==> config.mk <==
export PLATFORM = sky130hd
export DESIGN_NAME = pgood_uvmask
export DESIGN_NICKNAME = d
export VERILOG_FILES = /design/src/rtl/pgm_pkg.sv /design/src/rtl/pgm_uv_gate.sv /design/src/rtl/pgm_ea_latch.sv /design/src/rtl/pgm_role_eval.sv /design/src/rtl/pgood_uvmask.sv
export SDC_FILE = /design/constraint.sdc
export NUM_CORES = 1
export LEC_CHECK = 0
export ABC_AREA = 0
export BUFFER_PORTS_ARGS = -buffer_cell sky130_fd_sc_hd__buf_2
export CAP_MARGIN = 20
export CORE_AREA = 2 2 39 41
export CTS_CLUSTER_SIZE = 40
export DETAILED_ROUTE_END_ITERATION = 8
export DIE_AREA = 0 0 41 43
export PLACE_DENSITY = 0.45
export RECOVER_POWER = 100
export SLEW_MARGIN = 5
export SYNTH_ARGS = -nofsm -noshare
export SYNTH_HDL_FRONTEND = slang
export SYNTH_HIERARCHICAL = 1
export SYNTH_SLANG_ARGS = --single-unit
==> constraint.sdc <==
create_clock -name clk -period 2.5 [get_ports clk]
set_clock_uncertainty 0.15 [all_clocks]
set_input_delay 0.125 -clock clk [delete_from_list [all_inputs] [get_ports clk]]
set_output_delay 0.125 -clock clk [all_outputs]
set_load 0.1 [all_outputs]
==> src/rtl/pgm_pkg.sv <==
// Package: shared types for the power-good / UV mask block.
// Assumes: the OV-response code is two bits wide, and 2'b00 is the only
// code that lets a slave recover on its own.
package pgm_pkg;
    localparam int OVR_W = 2;

    typedef enum logic [OVR_W-1:0] {
        OVR_IGNORE    = 2'b00,
        OVR_SHUTDOWN  = 2'b01,
        OVR_RETRY     = 2'b10,
        OVR_LATCH_OFF = 2'b11
    } ovr_e;

    // Registered output bundle of the block.
    typedef struct packed {
        logic pull_low;
        logic pg;
        logic ov;
        logic dis;
        logic uv;
    } pg_out_t;

    localparam pg_out_t PG_OUT_RST = '{pull_low: 1'b1, pg: 1'b0, ov: 1'b0,
                                       dis: 1'b0, uv: 1'b0};
endpackage

==> src/rtl/pgm_uv_gate.sv <==
// Module: UV reporting gate. Reporting is allowed only while the channel
// runs and every start-up readiness bit is set.
// Assumes: the caller maps each condition to an active-high "ready" bit.
module pgm_uv_gate #(
    parameter int N_COND = 5
) (
    input  logic              run_en,
    input  logic [N_COND-1:0] ready,
    output logic              unmask
);
    logic [N_COND:0] chain;

    assign chain[0] = run_en;

    // One AND stage per readiness condition.
    for (genvar i = 0; i < N_COND; i++) begin : g_and
        assign chain[i+1] = chain[i] & ready[i];
    end

    assign unmask = chain[N_COND];
endmodule

==> src/rtl/pgm_ea_latch.sv <==
// Module: slave trip latch for error-amplifier faults when the OV
// response is not "ignore". The latch clears while the channel is off.
// Assumes: a synchronous active-low reset, and a role bit that is static
// while the channel runs.
module pgm_ea_latch
    import pgm_pkg::*;
(
    input  logic             clk,
    input  logic             rst_n,
    input  logic             run_en,
    input  logic             is_slave,
    input  logic             ea_fault,
    input  logic [OVR_W-1:0] ov_resp,
    output logic             lock_nxt
);
    logic lock_q;
    logic set_c;

    // Set term: a running slave with a fault and a non-ignore response.
    always_comb set_c = is_slave & run_en & ea_fault & (ovr_e'(ov_resp) != OVR_IGNORE);

    // Next state: clear when off or master, otherwise hold or set.
    always_comb lock_nxt = (run_en & is_slave) ? (lock_q | set_c) : 1'b0;

    // State register for the latched trip.
    always_ff @(posedge clk) begin
        if (!rst_n) lock_q <= 1'b0;
        else        lock_q <= lock_nxt;
    end
endmodule

==> src/rtl/pgm_role_eval.sv <==
// Module: works out the power-good, pin, OV and disable results for the
// master or slave role from the sampled inputs and the next latch state.
// Purely combinational; the top registers the results.
module pgm_role_eval
    import pgm_pkg::*;
(
    input  logic    is_master,
    input  logic    run_en,
    input  logic    in_window,
    input  logic    ea_fault,
    input  logic    lock_nxt,
    input  logic    uv_ok,
    output pg_out_t res
);
    logic trip;

    // A slave trips on a live fault or on a latched one, but only while it runs.
    always_comb trip = ~is_master & run_en & (ea_fault | lock_nxt);

    // Result selection per role.
    always_comb begin
        res.uv  = uv_ok;
        res.ov  = trip;
        res.dis = trip;
        if (is_master) begin
            res.pg       = run_en & in_window;
            res.pull_low = ~(run_en & in_window);
        end else begin
            res.pg       = run_en & ~trip;
            res.pull_low = ~run_en;
        end
    end
endmodule

==> src/rtl/pgood_uvmask.sv <==
// Module: top of the channel power-good and UV mask logic. It samples all
// inputs on the rising clock edge and registers every output.
// Assumes: the inputs are synchronous to clk; the reset is synchronous and
// active low, and it pulls the pin low until the first evaluation.
module pgood_uvmask
    import pgm_pkg::*;
#(
    parameter int N_START = 5
) (
    input  logic             clk,
    input  logic             rst_n,
    input  logic             run_en,
    input  logic             is_master,
    input  logic             ton_dly_done,
    input  logic             ton_rise_done,
    input  logic             ton_max_done,
    input  logic             oc_hit,
    input  logic             toff_fall_busy,
    input  logic             vout_above_uv,
    input  logic             vout_below_ov,
    input  logic             ea_fault,
    input  logic [OVR_W-1:0] ov_resp,
    output logic             pgood_pull_low,
    output logic             pg_status,
    output logic             ov_flag,
    output logic             out_disable,
    output logic             uv_unmask
);
    logic [N_START-1:0] ready;
    logic               uv_ok;
    logic               lock_nxt;
    pg_out_t            res;
    pg_out_t            out_q;

    // Map the start-up conditions to active-high readiness bits.
    always_comb ready = {ton_dly_done, ton_rise_done, ton_max_done,
                         ~oc_hit, ~toff_fall_busy};

    pgm_uv_gate #(.N_COND(N_START)) u_gate (
        .run_en (run_en),
        .ready  (ready),
        .unmask (uv_ok)
    );

    pgm_ea_latch u_latch (
        .clk      (clk),
        .rst_n    (rst_n),
        .run_en   (run_en),
        .is_slave (~is_master),
        .ea_fault (ea_fault),
        .ov_resp  (ov_resp),
        .lock_nxt (lock_nxt)
    );

    pgm_role_eval u_eval (
        .is_master (is_master),
        .run_en    (run_en),
        .in_window (vout_above_uv & vout_below_ov),
        .ea_fault  (ea_fault),
        .lock_nxt  (lock_nxt),
        .uv_ok     (uv_ok),
        .res       (res)
    );

    // Output register; reset holds the pin low.
    always_ff @(posedge clk) begin
        if (!rst_n) out_q <= PG_OUT_RST;
        else        out_q <= res;
    end

    assign pgood_pull_low = out_q.pull_low;
    assign pg_status      = out_q.pg;
    assign ov_flag        = out_q.ov;
    assign out_disable    = out_q.dis;
    assign uv_unmask      = out_q.uv;
endmodule

==> out/metrics.yaml <==
worst_hold_path:
  min_path_cells: 4
  hold_path.class: "in2reg"
  worstHoldStart: "is_master"
  worstHoldEndpoint: "u_latch/lock_q"
die:
  die_y_um: 43
  core_area_um2: 1384
  die_w_um: 41
  dieArea_um2: 1763
  start_util: 0.2089
  ioPinCount: 19
  std_cell_rows: 14
setup_path:
  crit_chain: "clkbuf_1"
  r2r_slack_ps: 1310
  cp-start-kind: "flop"
  reg2reg_depth: 5
  critical_path_arrival_ps: 1400
  path_class: "reg2out"
  cp_num_buf_inv: 1
  timing.rr.end: "ov_flag"
  slowest_delay_ps: 850
  cp-end-kind: "output port"
  path_delay_family: "buffers and inverters"
  worstPathMaxFanout: 1
  cp_slowest_cell: "clkbuf_1"
  reg2reg_from: "u_latch/lock_q"
  path_depth: 1
  crit_required_ps: 2230
final_layout:
  drive_above_1_share: 0.3208
  diodes: 0
  nFillCells: 162
  postLayoutCoreUtil: 0.2902
  area_growth_pct: 38.96
  nNetsFinal: 69
  design_area_um2: 401.6
status:
  status: "completed"
routing:
  wl_per_cell_um: 7.870
  drt_iter0_markers: 0
  antenna_left: 0
  avgViaCountPerCell: 3.870
  drt-pass1-iter-count: 1
  drt-total-wl_um: 543
  vias: 267
  drc_errors: 0
timing:
  fin_tns_setup_ps: 0
  setup_violations: 0
  tightestPinTransition_ps: 1170
  slew_violations: 0
  period_share: 0.6706
  fmax_ghz: 0.5964
  hold_viol_final: 0
  max_slew_margin: 0.2234
  period_minus_slack_ps: 1677
  grt_setup_unrepaired: "false"
synth:
  synthCells: 34
  syn_area_um2: 289.0
  synth_cell_type_count: 14
  ys_top_cells_by_area: "dfxtp_1, and2_1, buf_4, o31ai_4, inv_1"
  synth_most_common_cell: "dfxtp_1"
  yosysTopAreaCellShare: 0.4156
  synth_edf_count: 0
  ys.flop_type: "dfxtp_1"
  avgSynthCellArea_um2: 8.501
  syn-num-nets: 48
  seq_area_frac_synth: 0.4156
  synthArstFlopShare: 0
  yosys-top-cells-count: "dfxtp_1, and2_1, inv_1"
  yosys.area.top_type: "dfxtp_1"
  synth_seq_cells: 6
  ys_warn_count: 6
cts:
  cts_resized: 0
  root_buffer: "clkbuf_4"
  clock_latency_ps: 240
  clockBufferDepth: 2
  numCtsBuffers: 3
  clkTransAtPathRegs_ps: 50
  cts_tree: "done"
  postCtsSetupRepairBufs: 0
  cts_sinks: 6
  cts_hold_buf: 1
  cts-htree-levels: 1
placement:
  dpl_cell_area_um2: 376.6
  place_congestion: 0.6595
  io_buffers: 18
  place_hpwl_um: 439
power:
  power.density_nw_per_um2: 584.3
  peakVddDrop_mv: 0.1500
  power.leakage_nw: 0.1875
grt:
  grt_max_degree: 7
  overflow: 0
  grt_pass1_wl_um: 910
  first_global_vias: 256
  grt_antenna_before_repair: 0
  track_usage: 0.08124
flow_run:
  maxCapViolations: 0
==> per-stage QoR <==
| stage | std cells | hold WS (ps) | setup WS [ps] | power, mW |
|---|---|---|---|---|
| after floorplan | 34 | 48.04 | 1316 | 0.1338 |
| after global placement | 65 | 202.7 | 1337 | 0.1480 |
| after detailed placement | 65 | 203.2 | 1324 | 0.1485 |
| after CTS | 69 | 49.69 | 1248 | 0.2415 |
| after global routing | 69 | 82.29 | 772.9 | 0.2474 |
| final | 69 | 51.28 | 823.4 | 0.2347 |
==> worst max-delay path by stage <==
stage / startpoint / end / slack (ps)
floorplan: u_latch/lock_q / out_disable / 1320
global placement: is_master / out_disable / 1340
detailed placement: ea_fault / ov_flag / 1320
CTS: ov_flag / ov_flag / 1250
global route: pgood_pull_low / pgood_pull_low / 770
finish: ov_flag / ov_flag / 820
==> power breakdown <==
group / internal, mW / switching [mW] / total, mW
Clock: 0.0542 / 0.0337 / 0.0880
Combinational: 0.0155 / 0.0316 / 0.0470
Sequential: 0.0989 / 0.000751 / 0.0997
Total: 0.169 / 0.0660 / 0.235
==> routing by layer <==
layer	wire length, um	global-route usage
met5	0	0
met4	0	0.1000
met3	50	0.01571
met2	264	0.1125
met1	229	0.08654
==> layout make-up <==
class / instances / area, um2 / area share
multi-input cells: 20 / 127.6 / 0.3178
flip-flops and latches: 6 / 120.1 / 0.2991
repair buffers: 19 / 92.59 / 0.2305
clock buffers: 3 / 22.52 / 0.05607
well taps: 16 / 20.02 / 0.04984
inverters: 5 / 18.77 / 0.04673
==> placed cells by master (no fill, tap or decap) <==
cell type and n:
a21oi_1 2, and2_0 3, and2_1 2, buf_2 12
clkbuf_1 6, clkbuf_4 3, dfxtp_1 6, dlygate4sd3_1 1
inv_1 5, nand2_1 2, nand2b_1 1, nand2b_4 1
nand3_1 2, nand4_1 1, nor2_1 3, o21ai_0 1
o21ai_1 1, o31ai_4 1
==> sequential cells by signal (all words and copies together) (netlist names) <==
name,flops
out_disable,1
uv_unmask,1
ov_flag,1
u_latch/lock_q,1
pgood_pull_low,1
pg_status,1
==> cells by family after synthesis <==
group           Yosys count  share of synthesized area
compound gates            5                     0.1428
buf+inv                   8                     0.1429
flops                     6                     0.4156
simple gates             15                     0.2987
==> worst register-to-register path: cells and delay by family (launching register included) <==
kind / cells / cell delay, ps
compound gates: 1 / 250
buf+inv: 1 / 50
flops: 1 / 310
simple gates: 3 / 370
Power figures use the tool's default switching activity.
